`src/rtl/intcfg_pkg.sv`:
```
`timescale 1ns/1ps
package intcfg_pkg;
  localparam int unsigned PRIO_W   = 3;
  localparam int unsigned DATA_W   = 8;
  localparam int unsigned PRIO_RST = 1;
  localparam int unsigned SEL_RST  = 1;
  typedef logic [PRIO_W-1:0] prio_t;
endpackage

```
`src/rtl/intcfg_sel_reg.sv`:
```
`timescale 1ns/1ps
module intcfg_sel_reg #(
  parameter int unsigned SEL_W   = 4,
  parameter int unsigned RST_VAL = 1
) (
  input  logic             clk_i,
  input  logic             rst_ni,
  input  logic             we_i,
  input  logic [SEL_W-1:0] wsel_i,
  output logic [SEL_W-1:0] sel_o
);
  always_ff @(posedge clk_i or negedge rst_ni) begin
    if (!rst_ni)   sel_o <= SEL_W'(RST_VAL);
    else if (we_i) sel_o <= wsel_i;
  end
endmodule

```
`src/rtl/intcfg_group.sv`:
```
`timescale 1ns/1ps
module intcfg_group
  import intcfg_pkg::*;
#(
  parameter int unsigned WIN   = 8,
  localparam int unsigned IDX_W = $clog2(WIN)
) (
  input  logic                    clk_i,
  input  logic                    rst_ni,
  input  logic                    we_i,
  input  logic [IDX_W-1:0]        idx_i,
  input  prio_t                   wprio_i,
  output logic [WIN*PRIO_W-1:0]   prio_o
);
  for (genvar k = 0; k < WIN; k++) begin : g_slot
    prio_t q;
    always_ff @(posedge clk_i or negedge rst_ni) begin
      if (!rst_ni)                                  q <= prio_t'(PRIO_RST);
      else if (we_i && (idx_i == IDX_W'(k)))        q <= wprio_i;
    end
    assign prio_o[k*PRIO_W +: PRIO_W] = q;
  end
endmodule

```
`src/rtl/intcfg_rd_mux.sv`:
```
`timescale 1ns/1ps
module intcfg_rd_mux
  import intcfg_pkg::*;
#(
  parameter int unsigned NUM_REQ = 128,
  parameter int unsigned WIN     = 8,
  localparam int unsigned SEL_W  = $clog2(NUM_REQ/WIN),
  localparam int unsigned IDX_W  = $clog2(WIN),
  localparam int unsigned REQ_W  = SEL_W + IDX_W
) (
  input  logic                        sel_hit_i,
  input  logic                        win_hit_i,
  input  logic [SEL_W-1:0]            sel_i,
  input  logic [IDX_W-1:0]            idx_i,
  input  logic [NUM_REQ*PRIO_W-1:0]   prio_i,
  output logic [DATA_W-1:0]           rdata_o
);
  logic [REQ_W-1:0] req;
  prio_t            cur;

  assign req = {sel_i, idx_i};
  assign cur = prio_i[req*PRIO_W +: PRIO_W];

  always_comb begin
    rdata_o = '0;
    if (sel_hit_i)
      rdata_o = {sel_i, {(DATA_W-SEL_W){1'b0}}};
    else if (win_hit_i && (sel_i != '0))
      rdata_o = {{(DATA_W-PRIO_W){1'b0}}, cur};
  end
endmodule

```
`src/rtl/intcfg_bank.sv`:
```
`timescale 1ns/1ps
module intcfg_bank
  import intcfg_pkg::*;
#(
  parameter int unsigned NUM_REQ = 128,
  parameter int unsigned WIN     = 8,
  localparam int unsigned NUM_GRP = NUM_REQ / WIN,
  localparam int unsigned SEL_W   = $clog2(NUM_GRP),
  localparam int unsigned IDX_W   = $clog2(WIN),
  localparam int unsigned ADDR_W  = $clog2(WIN + 1)
) (
  input  logic                      clk_i,
  input  logic                      rst_ni,
  input  logic                      we_i,
  input  logic [ADDR_W-1:0]         addr_i,
  input  logic [DATA_W-1:0]         wdata_i,
  output logic [DATA_W-1:0]         rdata_o,
  output logic [NUM_REQ*PRIO_W-1:0] prio_o,
  output logic [NUM_REQ-1:0]        en_o
);
  logic             sel_hit, win_hit;
  logic [IDX_W-1:0] idx;
  logic [SEL_W-1:0] sel_q;

  assign sel_hit = (addr_i == '0);
  assign win_hit = (addr_i != '0) && (addr_i <= ADDR_W'(WIN));
  assign idx     = IDX_W'(addr_i - ADDR_W'(1));

  intcfg_sel_reg #(.SEL_W(SEL_W), .RST_VAL(SEL_RST)) i_sel (
    .clk_i  (clk_i),
    .rst_ni (rst_ni),
    .we_i   (we_i && sel_hit),
    .wsel_i (wdata_i[DATA_W-1 -: SEL_W]),
    .sel_o  (sel_q)
  );

  // group 0 maps to nonexistent registers: no storage, outputs tied off
  for (genvar g = 0; g < NUM_GRP; g++) begin : g_grp
    if (g == 0) begin : g_none
      assign prio_o[0 +: WIN*PRIO_W] = '0;
    end else begin : g_cfg
      intcfg_group #(.WIN(WIN)) i_grp (
        .clk_i   (clk_i),
        .rst_ni  (rst_ni),
        .we_i    (we_i && win_hit && (sel_q == SEL_W'(g))),
        .idx_i   (idx),
        .wprio_i (wdata_i[PRIO_W-1:0]),
        .prio_o  (prio_o[g*WIN*PRIO_W +: WIN*PRIO_W])
      );
    end
  end

  for (genvar r = 0; r < NUM_REQ; r++) begin : g_en
    assign en_o[r] = |prio_o[r*PRIO_W +: PRIO_W];
  end

  intcfg_rd_mux #(.NUM_REQ(NUM_REQ), .WIN(WIN)) i_rd (
    .sel_hit_i (sel_hit),
    .win_hit_i (win_hit),
    .sel_i     (sel_q),
    .idx_i     (idx),
    .prio_i    (prio_o),
    .rdata_o   (rdata_o)
  );
endmodule

```
`config.mk`:
```
export PLATFORM = sky130hd
export DESIGN_NAME = intcfg_bank
export DESIGN_NICKNAME = d
export VERILOG_FILES = /design/src/rtl/intcfg_pkg.sv /design/src/rtl/intcfg_sel_reg.sv /design/src/rtl/intcfg_group.sv /design/src/rtl/intcfg_rd_mux.sv /design/src/rtl/intcfg_bank.sv
export SDC_FILE = /design/constraint.sdc
export NUM_CORES = 1
export LEC_CHECK = 0
export ABC_AREA = 1
export BUFFER_PORTS_ARGS = -buffer_cell sky130_fd_sc_hd__buf_4
export CORE_MARGIN = 2
export CORE_UTILIZATION = 30
export DETAILED_ROUTE_END_ITERATION = 8
export GPL_TIMING_DRIVEN = 1
export PLACE_DENSITY_LB_ADDON = 0.15
export SLEW_MARGIN = 40
export SYNTH_ARGS = -nofsm -noshare
export SYNTH_HDL_FRONTEND = slang
export SYNTH_SLANG_ARGS = --single-unit
```
`constraint.sdc`:
```
create_clock -name clk_i -period 5.4 [get_ports clk_i]
set_clock_uncertainty 0.1 [all_clocks]
set_input_delay 0.27 -clock clk_i [delete_from_list [all_inputs] [get_ports clk_i]]
set_output_delay 0.27 -clock clk_i [all_outputs]
set_load 0.01 [all_outputs]
```
# Word level (Yosys, flattened, before mapping)
# Cells that the tools add are included.
# classes
n_addsub,1
shifts,1
n_eq_ne,22
n_reduce_logical,263
muxes,2
order_cmp,1
n_mul,1
# ops
cell,count
$shiftx A384 B10 Y3,1
$reduce_or A3 Y1,120
$logic_and A1 B1 Y1,139
$eq A4 B4 Y1 const B,8
$eq A4 B3 Y1 const B,4
$eq A3 B3 Y1 const B,4
$mul A7 B2 Y9 const B,1
$eq A4 B2 Y1 const B,2
$mux W8,1
$reduce_bool A4 Y1,2
$eq A3 B2 Y1 const B,2
$eq A4 B1 Y1 const B,1
$le A4 B4 Y1 const B,1
$logic_not A4 Y1,1
$eq A3 B1 Y1 const B,1
$logic_not A3 Y1,1
$mux W3,1
$sub A3 B1 Y3 const B,1
# word_totals
inputBits,15
word_cells,412
regBits,364
out_inout_bits,520

# Longest topological paths before layout
# Gate-level depths: netlist (run 1).
# depth
word_depth,5
mapped_depth,17
mapped_depth_nobuf,13

# By module
# From an unflattened synthesis (run 1), not the netlist that was laid out.
# unflattened
cells_unflattened,3031
area_unflattened_um2,20656.1
# by_module_without_submodules
module,seq_area_each_um2,area_per_inst_um2,n_inst,cells_per_inst
intcfg_group,610.6,1018.5,15,127
intcfg_rd_mux,0.0,3935.0,1,895
intcfg_bank,0.0,1293.7,1,214
intcfg_sel_reg,101.3,150.1,1,17

# Least setup slack after synthesis (run 1)
# No wires, ideal clock.
# synth_path
kind,input to output
startpoint,input port addr_i[0]
endpoint,output port rdata_o[0]
t_required_ns,5.030
n_path_buf,5
stages,16
arrival_time_ns,2.334
slack_ns,2.696
cell_sequence,buf_4 > inv_2 > buf_4 > buf_4 > ha_1 > ha_1 > buf_2 > inv_2 > buf_1 > nand3_1 > nand3_1 > nand2_1 > o21ai_0 > nand2_1 > nor2_1 > nor2_1
# synth_via
elab_chain_len,5
# synth_lines
item,line,source
start: declaration,intcfg_bank.sv:15,"input logic [ADDR_W-1:0] addr_i,"
$sub A3 B1 Y3 (tied with other cells),intcfg_bank.sv:27,assign idx = IDX_W'(addr_i - ADDR_W'(1));
$mul A7 B2 Y9 or $logic_and A1 B1 Y1 (tied branches),"intcfg_rd_mux.sv:22, intcfg_bank.sv:26",
$shiftx A384 B10 Y3 or $logic_and A1 B1 Y1 (tied branches),"intcfg_rd_mux.sv:22, intcfg_rd_mux.sv:28",
$mux W3,intcfg_rd_mux.sv:28,else if (win_hit_i && (sel_i != '0))
$mux W8 *,intcfg_rd_mux.sv:26,if (sel_hit_i)
end: declaration,intcfg_bank.sv:17,"output logic [DATA_W-1:0] rdata_o,"
# Every way passes the cells marked *; elsewhere a longest branch is shown, timed or not.

# Final worst setup path (run 1)
# Same ends and word-level chain as after synthesis.

==> impl_table.tex, run 1 <==
\begin{tabular}{lr}
\hline
Metric & Value \\
\hline
\multicolumn{2}{l}{\textbf{Run status}} \\
\quad Run status & complete, no violations \\
\multicolumn{2}{l}{\textbf{Final layout}} \\
\quad Area added between synthesis and finish & 31.89\% \\
\quad Fraction of layout instances using a drive strength above 1 & 0.2461 \\
\quad Leading cell type in the layout, fill and taps excluded & sky130\_fd\_sc\_hd\_\_nand2\_1 \\
\quad Final \#Nets & 3027 \\
\quad Leading cell types in the layout, fill and taps excluded & sky130\_fd\_sc\_hd\_\_nand2\_1 (820), sky130\_fd\_sc\_hd\_\_buf\_4 (516), sky130\_fd\_sc\_hd\_\_nand3\_1 (349), sky130\_fd\_sc\_hd\_\_o21ai\_0 (348), sky130\_fd\_sc\_hd\_\_inv\_1 (315) \\
\quad Final Instance Count excl. Fillers & 3886 \\
\multicolumn{2}{l}{\textbf{Synthesis}} \\
\quad Post-synthesis register bit count & 364 \\
\quad Count of mapped cells out of synthesis & 2547 \\
\quad Main synth FF type & sky130\_fd\_sc\_hd\_\_dfrtp\_1 \\
\quad Synth warnings & 0 \\
\quad Library cells used by synthesis & 24 \\
\quad Post-synth EDFFs & 0 \\
\quad Mapped Avg Cell Area & 7.469 sq um \\
\quad Share of flip-flops with an asynchronous set or reset after synthesis & 1.000 \\
\quad Cell area after synthesis & 0.01902 sq mm \\
\quad Library cell occupying the most area in the post-synthesis netlist & sky130\_fd\_sc\_hd\_\_dfrtp\_1 \\
\quad Share of the synthesized area in the top cell type & 0.3196 \\
\quad Cell types with the largest area share after synthesis & sky130\_fd\_sc\_hd\_\_dfrtp\_1 (32\%), sky130\_fd\_sc\_hd\_\_dfstp\_2 (17\%), sky130\_fd\_sc\_hd\_\_nand2\_1 (16\%) \\
\quad Sequential share of the synthesized area & 0.4867 \\
\multicolumn{2}{l}{\textbf{Clock tree}} \\
\quad TritonCTS Sinks & 364 \\
\quad Number of H-tree branching levels & 2 \\
\quad Inserted Clock Buffers & 45 \\
\quad Clock-pin slew reported for the worst setup and hold paths after clock tree synthesis & 60 ps \\
\quad Root Buffer Master & sky130\_fd\_sc\_hd\_\_clkbuf\_16 \\
\quad Clock tree from TritonCTS & yes \\
\quad Worst-Skew Late Latency & 570 ps \\
\quad Maximum buffer depth of the clock tree & 3 \\
\multicolumn{2}{l}{\textbf{Routing}} \\
\quad \# DRC & 0 \\
\quad Wire length on met3 & 6013 microns \\
\quad DR vias & 19020 \\
\quad WL final & 82550 microns \\
\quad 1st-pass router iterations & 8 \\
\quad Count of nets left with antenna violations after detail routing & 0 \\
\quad First-iteration detailed-routing DRC count & 1332 \\
\quad Detailed-routed wire length on met2 & 39160 microns \\
\quad Highest routing layer actually used & met5 \\
\quad Number of vias per cell after detailed routing & 4.893 \\
\quad Average wire length per cell after detail routing & 21.24 microns \\
\quad DRT met1 WL & 35330 microns \\
\multicolumn{2}{l}{\textbf{Worst setup path}} \\
\quad Worst Path Class, Setup & primary input to output port \\
\quad Critical path data arrival time & 3560 ps \\
\quad Type of destination of the critical path & output port \\
\quad CP Launch Type & primary input \\
\quad Critical path fanouts, max & 90 \\
\quad Required time reported for the critical path endpoint & 5030 ps \\
\multicolumn{2}{l}{\textbf{Power}} \\
\quad Largest vdd supply drop & 0.0001858 V \\
\quad Net switching power figure & 2.910 mW \\
\quad Share of total power in combinational logic & 0.269 \\
\quad Relative contribution of sequential cells to total power & 0.380 \\
\quad PD cells & 346.8 mW/mm\^{}2 \\
\quad Internal power & 5.790 mW \\
\quad Leakage dissipation & 12.28 nW \\
\quad Net switching share of the total power & 0.3345 \\
\quad Part of the power in the clock network & 0.352 \\
\multicolumn{2}{l}{\textbf{STA}} \\
\quad Fraction of the cycle the final worst path needs & 0.7275 \\
\quad RSZ-0062 raised after global routing & false \\
\quad Tightest hold margin & 41.13 ps \\
\quad Final-layout setup total negative slack & 0 ps \\
\quad Final Max Slew Viols & 0 \\
\quad Hold Violations, Final & 0 \\
\quad Slew Limit Headroom & 0.3925 \\
\quad Total of endpoints with negative setup slack in the final report & 0 \\
\quad Max frequency & 254.5 MHz \\
\quad Pin slew with the least headroom to its limit & 911.3 ps \\
\quad Setup WS post-layout & 1471 ps \\
\quad Time the worst path needs with I/O delays and setup & 3929 ps \\
\multicolumn{2}{l}{\textbf{Global routing}} \\
\quad Initial antenna violation count & 4 \\
\quad Maximum number of pins on one net before global-route repair & 142 \\
\quad Global route total overflow & 0 \\
\quad First-pass GRT wire length & 122400 microns \\
\quad Overall fraction of global-route tracks in use & 0.2464 \\
\quad Number of global-route vias before repair & 18370 \\
\multicolumn{2}{l}{\textbf{Placement}} \\
\quad DP Wirelength & 59230 microns \\
\quad Total placed cells including tap cells & 3798 \\
\quad Count of input and output buffers & 500 \\
\quad Routability-driven placement congestion ratio & 0.8352 \\
\quad Pre-CTS WS & 1452 ps \\
\multicolumn{2}{l}{\textbf{Min path}} \\
\quad Hold Path Class & primary input to flip-flop \\
\multicolumn{2}{l}{\textbf{Floorplanning}} \\
\quad Core Area & 0.06285 sq mm \\
\quad Die Footprint & 0.06545 sq mm \\
\quad Die H & 255.8 microns \\
\quad Num ports & 535 \\
\quad Die extent in x & 255.8 microns \\
\quad FP Rows & 92 \\
\quad Effective utilization at floorplan & 0.3027 \\
\multicolumn{2}{l}{\textbf{Run}} \\
\quad Total of max-cap violations & 0 \\
\hline
\end{tabular}
logic make-up (layout without fill, tap and decap cells):
| logic type | Yosys count | after routing | share of synthesized area |
|---|---|---|---|
| AND/OR/NAND/NOR | 1255 | 1255 | 0.2798 |
| buffers and inverters | 476 | 936 | 0.1065 |
| AO/OA/AOI/OAI | 444 | 444 | 0.1221 |
| flip-flops | 364 | 364 | 0.4867 |
| adder cells (fa/ha/maj) | 7 | 7 | 0.004604 |
| other | 1 | 34 | 0.0001971 |
area by class of cell:
class / count / area [sq um]
fillers: 6562 / 37760
inverters: 323 / 1229
multi-input cells: 1739 / 7918
diodes: 1 / 2.502
clock buffers: 71 / 1334
repair buffers: 532 / 4156
well taps: 846 / 1059
clock inverters: 10 / 133.9
flip-flops and latches: 364 / 9260
cells in the mapped netlist, types with 7 or more instances:
library cell               count
sky130_fd_sc_hd__nand2_1     820
sky130_fd_sc_hd__nand3_1     349
sky130_fd_sc_hd__o21ai_0     348
sky130_fd_sc_hd__inv_1       320
sky130_fd_sc_hd__dfrtp_1     243
sky130_fd_sc_hd__dfstp_2     121
sky130_fd_sc_hd__clkbuf_1     63
sky130_fd_sc_hd__nor2_1       53
sky130_fd_sc_hd__buf_4        48
sky130_fd_sc_hd__o211ai_1     40
sky130_fd_sc_hd__o21ai_1      37
sky130_fd_sc_hd__buf_2        30
sky130_fd_sc_hd__a21oi_1      19
sky130_fd_sc_hd__nor2_4       15
sky130_fd_sc_hd__or3_1        12
sky130_fd_sc_hd__buf_1         9
sky130_fd_sc_hd__ha_1          7
critical path: stages:
cell	delay (ps)
sky130_fd_sc_hd__clkbuf_8	300
sky130_fd_sc_hd__inv_4	160
sky130_fd_sc_hd__buf_4	510
sky130_fd_sc_hd__buf_4	690
sky130_fd_sc_hd__nand2_1	100
sky130_fd_sc_hd__nand3_1	100
sky130_fd_sc_hd__nand3_1	150
sky130_fd_sc_hd__nand3_1	150
sky130_fd_sc_hd__nand2_1	60
sky130_fd_sc_hd__o21ai_0	420
sky130_fd_sc_hd__nand2_1	200
sky130_fd_sc_hd__nor2_1	130
sky130_fd_sc_hd__nor2_1	50
sky130_fd_sc_hd__buf_4	160
metrics by stage:
stage                     cell area (sq um)  utilization  power [mW]
final                                 25090       0.3992       8.701
after global routing                  25090       0.3992       9.138
after global placement                23400       0.3724       5.661
after CTS                             25060       0.3987       8.807
after detailed placement              23540       0.3745       5.703
after floorplan                       19140            -       4.371
layer usage:
layer / GRT usage / vias to the layer above
li1: - / 9019
met3: 0.05704 / 108
met4: 0.06303 / 2
met1: 0.3228 / 9199
met2: 0.4097 / 687
met5: 0 / -
what timing repair did:
item	CTS	global route
setup buffers	0	0
hold buffers	5	0
resized for setup	0	0
endpoints found under the hold margin	93	0
setup endpoints to repair	0	0
path summary, 6_finish.rpt:
check                                                startpoint                                    to  slack [ps]  cells after the start
setup / recovery                                      addr_i[0]                            rdata_o[0]        1470                     14
hold / removal                                       wdata_i[0]   g_grp[3].g_cfg.i_grp.g_slot[1].q[0]          40                      3
setup reg to reg                                 i_sel.sel_o[0]  g_grp[15].g_cfg.i_grp.g_slot[3].q[2]        2970                      7
hold reg to reg            g_grp[15].g_cfg.i_grp.g_slot[4].q[0]  g_grp[15].g_cfg.i_grp.g_slot[4].q[0]         380                      2
max in group asynchronous                                rst_ni   g_grp[3].g_cfg.i_grp.g_slot[5].q[0]        3870                      4
min in group asynchronous                                rst_ni   g_grp[8].g_cfg.i_grp.g_slot[0].q[1]         110                      2
flip-flops by register name, summed over array words and instances, names as in the netlist:
signal / cells
g_grp.g_cfg.i_grp.g_slot.q: 360
i_sel.sel_o: 4
power groups by stage:
stage | Combinational (mW) | Sequential, mW | Clock, mW
4_1_cts | 2.37 | 3.30 | 3.13
3_3_place_gp | 2.32 | 3.34 | 0
5_1_grt | 2.55 | 3.34 | 3.25
2_1_floorplan | 0.994 | 3.38 | 0
6_report | 2.34 | 3.30 | 3.06
3_5_place_dp | 2.36 | 3.34 | 0
Power figures use the tool's default switching activity.
==> run 2: changes to the inputs <==
- clock period: 5.4 -> 3.6 ns (I/O delays scaled with it)
==> impl_table.tex, run 2 (synthesis gave the netlist of run 1 again) <==
\begin{tabular}{lr}
\hline
Metric & Value \\
\hline
\multicolumn{2}{l}{\textbf{Run status}} \\
\quad Run status & complete, no violations \\
\multicolumn{2}{l}{\textbf{STA}} \\
\quad Max frequency & 319.0 MHz \\
\quad Pin slew with the least headroom to its limit & 858.5 ps \\
\quad Final Max Slew Viols & 0 \\
\quad Time the worst path needs with I/O delays and setup & 3135 ps \\
\quad RSZ-0062 raised after global routing & false \\
\quad Final-layout setup total negative slack & 0 ps \\
\quad Hold Violations, Final & 0 \\
\quad Total of endpoints with negative setup slack in the final report & 0 \\
\quad Fraction of the cycle the final worst path needs & 0.8708 \\
\quad Slew Limit Headroom & 0.4276 \\
\multicolumn{2}{l}{\textbf{Final layout}} \\
\quad Fin util & 0.4041 \\
\quad Largest registers & g\_grp.g\_cfg.i\_grp.g\_slot.q: 360 flops, i\_sel.sel\_o: 4 flops \\
\quad Final Instance Count excl. Fillers & 3908 \\
\quad Fraction of layout instances using a drive strength above 1 & 0.2519 \\
\quad Leading cell type in the layout, fill and taps excluded & sky130\_fd\_sc\_hd\_\_nand2\_1 \\
\quad Register with the highest flop count & g\_grp.g\_cfg.i\_grp.g\_slot.q \\
\quad Final \#Nets & 3047 \\
\quad Leading cell types in the layout, fill and taps excluded & sky130\_fd\_sc\_hd\_\_nand2\_1 (820), sky130\_fd\_sc\_hd\_\_buf\_4 (520), sky130\_fd\_sc\_hd\_\_nand3\_1 (349), sky130\_fd\_sc\_hd\_\_o21ai\_0 (348), sky130\_fd\_sc\_hd\_\_inv\_1 (315) \\
\quad Number of flip-flops under the largest register name & 360 \\
\quad Area added between synthesis and finish & 33.51\% \\
\multicolumn{2}{l}{\textbf{Clock tree}} \\
\quad \# Post-CTS Setup Buffers & 0 \\
\quad Clock-pin slew reported for the worst setup and hold paths after clock tree synthesis & 60 ps \\
\quad CTS-repair resized insts & 0 \\
\quad TritonCTS Sinks & 364 \\
\quad Number of H-tree branching levels & 2 \\
\quad Maximum buffer depth of the clock tree & 3 \\
\quad Root Buffer Master & sky130\_fd\_sc\_hd\_\_clkbuf\_16 \\
\quad Inserted Clock Buffers & 45 \\
\quad Worst-Skew Late Latency & 580 ps \\
\quad Clock tree from TritonCTS & yes \\
\multicolumn{2}{l}{\textbf{Routing}} \\
\quad First-iteration detailed-routing DRC count & 1504 \\
\quad WL final & 82430 microns \\
\quad Average wire length per cell after detail routing & 21.09 microns \\
\quad Number of vias per cell after detailed routing & 4.885 \\
\quad Count of nets left with antenna violations after detail routing & 0 \\
\quad \# DRC & 0 \\
\quad 1st-pass router iterations & 6 \\
\quad DR vias & 19090 \\
\multicolumn{2}{l}{\textbf{Worst setup path}} \\
\quad CP Launch Type & flip-flop \\
\quad Flop2flop setup slack & 1280 ps \\
\quad Biggest cell delay along the critical path & 560 ps \\
\quad Required time reported for the critical path endpoint & 3320 ps \\
\quad Slowest-stage cell, CP & sky130\_fd\_sc\_hd\_\_dfstp\_2 \\
\quad RR Startpoint & i\_sel.sel\_o[0] \\
\quad Type of destination of the critical path & output port \\
\quad Endpoint of the most critical register-to-register path & g\_grp[9].g\_cfg.i\_grp.g\_slot[3].q[2] \\
\quad Worst Path Class, Setup & flip-flop to output port \\
\quad Critical path data arrival time & 2850 ps \\
\quad Critical path fanouts, max & 9 \\
\quad Worst r2r path cells & 7 \\
\quad List of cells traversed by the critical path & inv\_1 -> nor2\_4 -> buf\_4 -> nand3\_1 -> nand2\_1 -> o21ai\_0 -> nand2\_1 -> nor2\_1 -> nor2\_1 -> buf\_4 \\
\multicolumn{2}{l}{\textbf{Min path}} \\
\quad Hold Path Class & primary input to async pin \\
\multicolumn{2}{l}{\textbf{Floorplanning}} \\
\quad FP Rows & 92 \\
\quad Die extent in x & 255.8 microns \\
\quad Die Footprint & 0.06545 sq mm \\
\quad Die H & 255.8 microns \\
\quad Effective utilization at floorplan & 0.3027 \\
\quad Num ports & 535 \\
\quad Core Area & 0.06285 sq mm \\
\multicolumn{2}{l}{\textbf{Run}} \\
\quad Total of max-cap violations & 0 \\
\multicolumn{2}{l}{\textbf{Placement}} \\
\quad DP Wirelength & 58730 microns \\
\quad Total placed cells including tap cells & 3808 \\
\quad Routability-driven placement congestion ratio & 0.8425 \\
\quad Count of input and output buffers & 500 \\
\multicolumn{2}{l}{\textbf{Global routing}} \\
\quad First-pass GRT wire length & 121000 microns \\
\quad Number of global-route vias before repair & 18300 \\
\quad Global route total overflow & 0 \\
\quad Overall fraction of global-route tracks in use & 0.2442 \\
\quad Initial antenna violation count & 4 \\
\quad Maximum number of pins on one net before global-route repair & 112 \\
\multicolumn{2}{l}{\textbf{Power}} \\
\quad Leakage dissipation & 12.44 nW \\
\quad Largest vdd supply drop & 0.0003569 V \\
\quad PD cells & 520.7 mW/mm\^{}2 \\
\hline
\end{tabular}
run 2: final cells by class:
| class | instances | area (sq um) |
|---|---|---|
| tap | 846 | 1059 |
| sequential | 364 | 9260 |
| antenna | 1 | 2.502 |
| inverter | 323 | 1226 |
| fill | 6443 | 37450 |
| clock buffer | 66 | 1388 |
| timing repair buffer | 552 | 4392 |
| clock inverter | 17 | 155.1 |
| multi-input combinational | 1739 | 7918 |
run 2: critical path: cells and delay by family, from the launching register on:
kind	cells	cell delay, ps
buf+inv	3	510
compound gates	1	130
simple gates	6	1070
flops	1	560
run 2: how the worst max path moves through the flow:
stage	startpoint	endpoint	slack [ps]	depth (start not counted)
after CTS	i_sel.sel_o[0]	rdata_o[2]	400	10
final	i_sel.sel_o[0]	rdata_o[2]	470	10
after detailed placement	addr_i[0]	rdata_o[2]	600	14
after global placement	addr_i[0]	rdata_o[2]	580	14
after global routing	i_sel.sel_o[0]	rdata_o[2]	280	10
after floorplan	addr_i[0]	rdata_o[0]	1080	16
run 2: metrics by stage:
step,setup WS [ps],hold slack [ps],cell area (sq um),total power [mW]
finish,465.3,9.255,25400,13.22
CTS,400.3,38.76,25340,13.35
global placement,575.6,163.9,23660,8.535
floorplan,1076,-215.6,19140,6.557
detailed placement,599.0,180.9,23660,8.584
global route,280.3,34.67,25400,13.86
run 2: repair_timing:
action | 4_1_cts | 5_1_grt
hold endpoints to repair | 84 | 20
hold buffers | 13 | 1
endpoints found under the setup margin | 0 | 0
run 2: report_power, final:
part           internal [mW]  leakage [nW]  switching [mW]  total, mW
registers               4.56          4.59           0.395       4.96
clock network           2.81         0.755            1.89       4.71
logic                   1.41          7.09            2.14       3.56
run 2: layer usage:
layer  vias up  part of all wire  track usage
li1       9073                 -            -
met1      9204              0.43       0.3194
met2       699              0.47       0.4017
met3       109             0.076      0.06071
met4         4             0.027      0.06644
met5         -           0.00038            0
